`src/rtl/ball_steer.sv`:
```
module ball_steer #(
  parameter int H_RES  = 640,
  parameter int V_RES  = 480,
  parameter int RADIUS = 4,
  parameter int STEP   = 1,
  parameter int VW     = 4,
  parameter logic [7:0] KEY_UP    = 8'h1A,
  parameter logic [7:0] KEY_DOWN  = 8'h16,
  parameter logic [7:0] KEY_LEFT  = 8'h04,
  parameter logic [7:0] KEY_RIGHT = 8'h07,
  localparam int XW = $clog2(H_RES),
  localparam int YW = $clog2(V_RES)
) (
  input  logic                 clk,
  input  logic                 rst,
  input  logic                 frame_tick,
  input  logic [7:0]           key_code,
  input  logic [XW-1:0]        pix_x,
  input  logic [YW-1:0]        pix_y,
  output logic [XW-1:0]        ball_x,
  output logic [YW-1:0]        ball_y,
  output logic signed [VW-1:0] vel_x,
  output logic signed [VW-1:0] vel_y,
  output logic                 in_ball
);

  localparam logic [XW-1:0] X_MIN = XW'(RADIUS);
  localparam logic [XW-1:0] X_MAX = XW'(H_RES - 1 - RADIUS);
  localparam logic [YW-1:0] Y_MIN = YW'(RADIUS);
  localparam logic [YW-1:0] Y_MAX = YW'(V_RES - 1 - RADIUS);
  localparam logic [XW-1:0] X_MID = XW'(H_RES / 2);
  localparam logic [YW-1:0] Y_MID = YW'(V_RES / 2);
  localparam logic signed [VW-1:0] V_POS = VW'(STEP);
  localparam logic signed [VW-1:0] V_NEG = -VW'(STEP);
  localparam logic [2*XW+1:0] R_SQ = (2*XW+2)'(RADIUS * RADIUS);

  logic [XW-1:0] x_q, x_d;
  logic [YW-1:0] y_q, y_d;
  logic signed [VW-1:0] vx_q, vy_q, vx_sel, vy_sel, vx_nx, vy_nx;
  logic signed [XW+1:0] x_sum;
  logic signed [YW+1:0] y_sum;

  always_comb begin
    vx_sel = vx_q;
    vy_sel = vy_q;
    case (key_code)
      KEY_UP:    begin vx_sel = '0;    vy_sel = V_NEG; end
      KEY_DOWN:  begin vx_sel = '0;    vy_sel = V_POS; end
      KEY_LEFT:  begin vx_sel = V_NEG; vy_sel = '0;    end
      KEY_RIGHT: begin vx_sel = V_POS; vy_sel = '0;    end
      default: ;
    endcase
  end

  assign vx_nx = (vx_sel > 0 && x_q >= X_MAX) ? V_NEG :
                 (vx_sel < 0 && x_q <= X_MIN) ? V_POS : vx_sel;
  assign vy_nx = (vy_sel > 0 && y_q >= Y_MAX) ? V_NEG :
                 (vy_sel < 0 && y_q <= Y_MIN) ? V_POS : vy_sel;

  assign x_sum = $signed({2'b00, x_q}) + (XW+2)'(vx_nx);
  assign y_sum = $signed({2'b00, y_q}) + (YW+2)'(vy_nx);

  assign x_d = (x_sum < $signed({2'b00, X_MIN})) ? X_MIN :
               (x_sum > $signed({2'b00, X_MAX})) ? X_MAX : x_sum[XW-1:0];
  assign y_d = (y_sum < $signed({2'b00, Y_MIN})) ? Y_MIN :
               (y_sum > $signed({2'b00, Y_MAX})) ? Y_MAX : y_sum[YW-1:0];

  always_ff @(posedge clk) begin
    if (rst) begin
      x_q  <= X_MID;
      y_q  <= Y_MID;
      vx_q <= '0;
      vy_q <= '0;
    end else if (frame_tick) begin
      x_q  <= x_d;
      y_q  <= y_d;
      vx_q <= vx_nx;
      vy_q <= vy_nx;
    end
  end

  assign ball_x = x_q;
  assign ball_y = y_q;
  assign vel_x  = vx_q;
  assign vel_y  = vy_q;

  logic signed [XW:0] dx;
  logic signed [YW:0] dy;
  logic [2*XW+1:0] dx_sq, dy_sq;

  assign dx = $signed({1'b0, pix_x}) - $signed({1'b0, x_q});
  assign dy = $signed({1'b0, pix_y}) - $signed({1'b0, y_q});
  assign dx_sq = dx * dx;
  assign dy_sq = (2*XW+2)'(dy * dy);
  assign in_ball = (dx_sq + dy_sq) <= R_SQ;

  p_hold_r2: assert property (@(posedge clk) disable iff (rst)
    !frame_tick |=> $stable(x_q) && $stable(y_q) && $stable(vx_q) && $stable(vy_q));

  p_key_right_r3: assert property (@(posedge clk) disable iff (rst)
    frame_tick && key_code == KEY_RIGHT && x_q < X_MAX |=> vx_q == V_POS && vy_q == 0);

  p_one_axis_r5: assert property (@(posedge clk) disable iff (rst)
    !(vx_q != 0 && vy_q != 0));

  p_reflect_right_r6: assert property (@(posedge clk) disable iff (rst)
    frame_tick && key_code == 8'h00 && vx_q > 0 && x_q >= X_MAX |=> vx_q < 0);

  p_reflect_top_r7: assert property (@(posedge clk) disable iff (rst)
    frame_tick && key_code == 8'h00 && vy_q < 0 && y_q <= Y_MIN |=> vy_q > 0);

  p_keep_moving_r8: assert property (@(posedge clk) disable iff (rst)
    frame_tick && (vx_q != 0 || vy_q != 0) |=> (vx_q != 0 || vy_q != 0));

  p_in_bounds_r9: assert property (@(posedge clk) disable iff (rst)
    x_q >= X_MIN && x_q <= X_MAX && y_q >= Y_MIN && y_q <= Y_MAX);

endmodule

```
`config.mk`:
```
export PLATFORM = sky130hd
export DESIGN_NAME = ball_steer
export DESIGN_NICKNAME = d
export VERILOG_FILES = /design/src/rtl/ball_steer.sv
export SDC_FILE = /design/constraint.sdc
export NUM_CORES = 1
export LEC_CHECK = 0
export ABC_AREA = 0
export BUFFER_PORTS_ARGS = -buffer_cell sky130_fd_sc_hd__buf_2
export CAP_MARGIN = 30
export CORE_MARGIN = 1
export CORE_UTILIZATION = 44
export CTS_CLUSTER_SIZE = 12
export DETAILED_ROUTE_END_ITERATION = 8
export SLEW_MARGIN = 20
export SYNTH_ARGS = -nofsm -noshare
export SYNTH_HDL_FRONTEND = slang
export SYNTH_SLANG_ARGS = --single-unit
export TNS_END_PERCENT = 50
```
`constraint.sdc`:
```
create_clock -name clk -period 15.9 [get_ports clk]
set_input_delay 1.59 -clock clk [delete_from_list [all_inputs] [get_ports clk]]
set_output_delay 1.59 -clock clk [all_outputs]
set_load 0.05 [all_outputs]
```
* Word-level counts from Yosys, hierarchy flattened
Cells that the tools add are included.
** Word-level totals
- Register bits :: 27
- Output and inout bits :: 28
- Logic and storage cells :: 44
** Cells by class
- Add/sub/neg operators :: 5
- Multipliers :: 2
- Order comparisons :: 13
- Eq/ne operators :: 4
- Multiplexer cells :: 10
- Reduce and logical (&&, ||, !) cells :: 6
** Operators with widths (count)
- 4-bit one-hot mux with 3 select lines :: 2
- 22-bit adder :: 1
- 22-bit by 5-bit less-or-equal comparator with 1-bit output (second input constant) :: 1
- 11-bit by 11-bit multiplier with 22-bit output :: 1
- 10-bit by 10-bit multiplier with 20-bit output :: 1
- 10-bit two-way mux :: 2
- 9-bit two-way mux :: 2
- 8-bit by 3-bit == test with 1-bit output (second input constant) :: 2
- 8-bit by 5-bit == test with 1-bit output (second input constant) :: 2
- 4-bit two-way mux :: 4
- 11-bit by 4-bit adder with 12-bit output :: 1
- 12-bit by 11-bit > comparator with 1-bit output (second input constant) :: 1
- 12-bit by 4-bit less-than comparator with 1-bit output (second input constant) :: 1
- 10-bit by 4-bit adder with 11-bit output :: 1
- 11-bit by 10-bit > comparator with 1-bit output (second input constant) :: 1
- 11-bit by 4-bit less-than comparator with 1-bit output (second input constant) :: 1
- 10-bit by 10-bit subtractor with 11-bit output :: 1
- 10-bit greater-or-equal comparator (second input constant) :: 1
- 10-bit by 3-bit less-or-equal comparator with 1-bit output (second input constant) :: 1
- 9-bit by 9-bit subtractor with 10-bit output :: 1
- 9-bit greater-or-equal comparator (second input constant) :: 1
- 9-bit by 3-bit less-or-equal comparator with 1-bit output (second input constant) :: 1
- 4-bit by 1-bit > comparator with 1-bit output (second input constant) :: 2
- 4-bit by 1-bit less-than comparator with 1-bit output (second input constant) :: 2
- other kinds (2) :: 6

* Depth between registers and ports, before layout
- Word-level depth :: 11
- Gate-level depth with buffers :: 48
- Mapped depth without buffers :: 47

* Worst setup path after synthesis
No wires, ideal clock.
- Path type :: in2out
- From :: input pix_y[0]
- To :: output in_ball
- Data arrival time :: 13.276 ns
- Required time :: 14.310 ns
- Path slack :: 1.034 ns
- Stages :: 44
- Buffers on the path :: 1
- Cells stage by stage :: inv_1 > ha_1 > fa_1 > nor2b_1 > o21ai_0 > a21boi_0 > o21ai_0 > a21boi_0 > o21ai_0 > a21boi_0 > clkbuf_1 > nor3_1 > fa_1 > fa_1 > fa_1 > fa_1 > inv_1 > fa_1 > (+8 left out) > a2111o_1 > o2111ai_1 > fa_1 > ha_1 > fa_1 > inv_1 > fa_1 > fa_1 > inv_1 > ha_1 > inv_1 > a221oi_1 > nand3_1 > nor4_1 > nand2_1 > nor4_1 > o211ai_1 > nor4_1
** On the way
- Cells in the longest elaborated chain, start to end :: 4
** RTL lines
- start: declaration :: RTL line 19 : input logic [YW-1:0] pix_y,
- 9-bit by 9-bit subtractor with 10-bit output :: RTL line 92 : assign dy = $signed({1'b0, pix_y}) - $signed({1'b0, y_q});
- 10-bit by 10-bit multiplier with 20-bit output :: RTL line 94 : assign dy_sq = (2*XW+2)'(dy * dy);
- 22-bit adder :: RTL line 95 : assign in_ball = (dx_sq + dy_sq) <= R_SQ;
- 22-bit by 5-bit less-or-equal comparator with 1-bit output :: RTL line 95
- end: declaration :: RTL line 24 : output logic in_ball
Every way passes these cells.

* Worst setup path in the final report
Ends and elaborated chain as after synthesis.

==> impl_metrics.yaml <==
outcome:
  status: "complete, but fails checks"
  violations: "DRC"
global_route:
  grt.total_usage: 0.195
  grt_max_degree: 28
  grt.overflow.total: 0
  grt_pass1_wl_mm: 44.9
  first_global_vias: 9393
  antenna_found_initial: 0
die:
  die_w_um: 167
  coreArea_um2: 26300
  die_h_um: 167
  rows: 59
  die-area_um2: 27800
  start_util: 0.454
  ioPinCount: 58
logic_synthesis:
  synth_top_area_share: 0.351
  ys.flop_type: "dfxtp_1"
  synth-seq-area-share: 0.0453
  synth-edff-count: 0
  syn_inst: 1417
  synth-seq-cells: 27
  synth_top_area_cell: "fa_1"
  avgSynthCellArea_um2: 8.41
  yosysUniqueCellTypes: 75
  yosysWarningCount: 0
  syn_area_um2: 11900
  synth_area_leaders: "fa_1 (35%), ha_1 (15%), inv_1 (10%), dfxtp_1 (4.5%), nor2_1 (3.7%)"
  synth_nets: 1801
  ys_async_sr_fraction: 0
place:
  place_area_um2: 12600
  gp_congestion: 0.907
  io_buffers: 57
  hpwl_mm: 23.2
timing:
  drv_slew: 0
  period_share: 0.929
  finalSetupViolations: 0
  finalSetupTns_ps: 0
  max_slew_margin: 0.409
  worst-slew-pin-transition_ps: 884
  max_freq_mhz: 67.7
  hold_viol: 0
  rsz0062_at_grt: "false"
  skew_ps: 1.97
  layout_min_cycle_time_ps: 14770
worst_setup_path:
  crit_family: "adder cells"
  slowest_delay_ps: 550
  cp.required_ps: 14310
  rrSetupSlack_ps: 11460
  end_kind: "primary output"
  path_buf_inv: 10
  cp_common_cell: "fa_1"
  worstReg2RegEnd: "ball_x[6]$_SDFFE_PP1P_"
  path_class: "input pin to primary output"
  ff2ff_path_depth: 15
  critPathArrivalTime_ps: 13180
  crit_path_top_delay_cell: "fa_1"
  cp-start-kind: "input pin"
  r2r_start: "ball_x[6]$_SDFFE_PP1P_"
  cp_max_fo: 15
min_path:
  hold_class: "register to register"
  min_from: "vel_y[1]$_SDFFE_PP0P_"
  whs_path_depth: 2
  min_to: "vel_y[1]$_SDFFE_PP0P_"
detailed_routing:
  drt-initial-drc-count: 346
  vias: 9272
  wl_per_cell_um: 14.7
  vias_per_cell: 5.17
  dr.pass1.iters: 7
  ant_nets: 0
  drc_errors: 1
  wl_mm: 26.4
cts:
  cts_tree: "built"
  ctsHoldBuffers: 0
  path_clk_slew_ps: 70
  cts_resized: 0
  ctsLongestPathBuffers: 2
  clock_latency_ps: 260
  cts_setup_buffers: 0
  cts_buffers: 3
  root_buffer: "clkbuf_16"
  cts_max_level: 1
  cts_sinks: 27
cells_and_area:
  layout-drive-gt1-share: 0.0665
  utilization: 0.482
  synthToLayoutAreaGrowth_pct: 6.25
  antenna_cells: 0
  final_cell_area_um2: 12700
  fill_cells: 2617
  final_nets: 1844
run:
  maxCapViolations: 0
state kept, by name, indices dropped and copies added (netlist names):
name	count
vel_y	4
ball_y	9
ball_x	10
vel_x	4
Yosys cell counts, types with 3 or more instances:
| cell type | instances |
|---|---|
| xor2_1 | 22 |
| fa_1 | 209 |
| a21boi_0 | 7 |
| nand4_1 | 4 |
| a22oi_1 | 11 |
| a21oi_1 | 51 |
| nor2b_1 | 15 |
| xnor2_1 | 41 |
| o211a_1 | 5 |
| o31ai_1 | 8 |
| o21bai_1 | 4 |
| a31oi_1 | 8 |
| and2_1 | 8 |
| o22ai_1 | 3 |
| o21a_1 | 12 |
| nor2_1 | 116 |
| o21ai_0 | 52 |
| nand3b_1 | 3 |
| a21o_1 | 17 |
| clkinv_1 | 6 |
| nor4_1 | 10 |
| nand3_1 | 25 |
| nor3b_1 | 4 |
| mux2i_1 | 7 |
| or3_1 | 12 |
| dfxtp_1 | 27 |
| nand2_1 | 90 |
| or2_2 | 9 |
| ha_1 | 145 |
| nand2b_1 | 20 |
| nor3_1 | 38 |
| clkbuf_1 | 24 |
| o221ai_1 | 4 |
| a211oi_1 | 14 |
| a221o_1 | 3 |
| inv_1 | 325 |
| o211ai_1 | 9 |
metal layers:
| layer | global-route usage | share of wire | up-vias |
|---|---|---|---|
| met1 | 0.268 | 0.47 | 4443 |
| met5 | 0 | 0 | - |
| met3 | 0.0209 | 0.043 | 21 |
| met2 | 0.336 | 0.47 | 172 |
| met4 | 0.0270 | 0.0097 | 0 |
| li1 | - | - | 4636 |
per-stage QoR:
stage	std cells	setup WS (ps)	hold WS, ps
3_5_place_dp	1790	1060	521
3_3_place_gp	1790	1330	506
2_1_floorplan	1417	1030	708
6_report	1794	1130	524
5_1_grt	1794	245	551
4_1_cts	1794	1030	531
placed cells by master, fill, tap and decap left out, types with 3 or more instances in the layout:
| cell | netlist | routed |
|---|---|---|
| nand3b_1 | 3 | 3 |
| nor2b_1 | 15 | 15 |
| a31oi_1 | 8 | 8 |
| xor2_1 | 22 | 22 |
| a221o_1 | 3 | 3 |
| a22oi_1 | 11 | 11 |
| o211ai_1 | 9 | 9 |
| and2_1 | 8 | 8 |
| nor3_1 | 38 | 37 |
| dfxtp_1 | 27 | 27 |
| nor2_1 | 116 | 116 |
| xnor2_1 | 41 | 41 |
| o22ai_1 | 3 | 3 |
| ha_1 | 145 | 145 |
| nand2_1 | 90 | 90 |
| nand2b_1 | 20 | 20 |
| buf_4 | 1 | 9 |
| or2_2 | 9 | 9 |
| a21boi_0 | 7 | 6 |
| o31ai_1 | 8 | 8 |
| a21o_1 | 17 | 17 |
| clkbuf_16 | 0 | 3 |
| fa_1 | 209 | 209 |
| o21bai_1 | 4 | 4 |
| inv_1 | 325 | 325 |
| nand4_1 | 4 | 4 |
| buf_2 | 2 | 57 |
| a21oi_1 | 51 | 51 |
| o211a_1 | 5 | 5 |
| mux2i_1 | 7 | 7 |
| nor3b_1 | 4 | 4 |
| a211oi_1 | 14 | 14 |
| o221ai_1 | 4 | 4 |
| nor4_1 | 10 | 10 |
| o21ai_0 | 52 | 52 |
| nand3_1 | 25 | 25 |
| clkinv_1 | 6 | 6 |
| o21a_1 | 12 | 12 |
| or3_1 | 12 | 12 |
| nor3_2 | 2 | 3 |
cell families after synthesis:
kind of cell	after synthesis	synth area share
adder cells (fa/ha/maj)	354	0.503
flip-flops	27	0.0453
AO/OA/AOI/OAI	235	0.134
multiplexers	9	0.00871
AND/OR/NAND/NOR	370	0.149
buffers and inverters	359	0.114
XOR/XNOR	63	0.0463
tightest hold or removal path, stage by stage (launching register included):
cell and delay (ps):
dfxtp_1 340, nor2_1 90, a211oi_1 50
how the worst max path moves through the flow:
| stage | from | endpoint | slack [ps] | cells after the start |
|---|---|---|---|---|
| 3_5_place_dp | pix_y[0] | in_ball | 1060 | 44 |
| 2_1_floorplan | pix_y[0] | in_ball | 1030 | 44 |
| 6_report | pix_y[0] | in_ball | 1130 | 47 |
| 4_1_cts | pix_y[0] | in_ball | 1030 | 44 |
| 3_3_place_gp | pix_y[0] | in_ball | 1330 | 47 |
| 5_1_grt | pix_y[0] | in_ball | 250 | 47 |
final cells by class:
type / count / area, um2 / area share
Sequential cell: 27 / 541 / 0.0427
Tap cell: 335 / 419 / 0.0331
Clock buffer: 4 / 78.8 / 0.00622
Multi-Input combinational cell: 1031 / 10000 / 0.792
Inverter: 331 / 1240 / 0.0981
Timing Repair Buffer: 66 / 353 / 0.0279
Power is not shown: default switching activity piles up to over one toggle a cycle in this logic, so the estimate is an artifact.
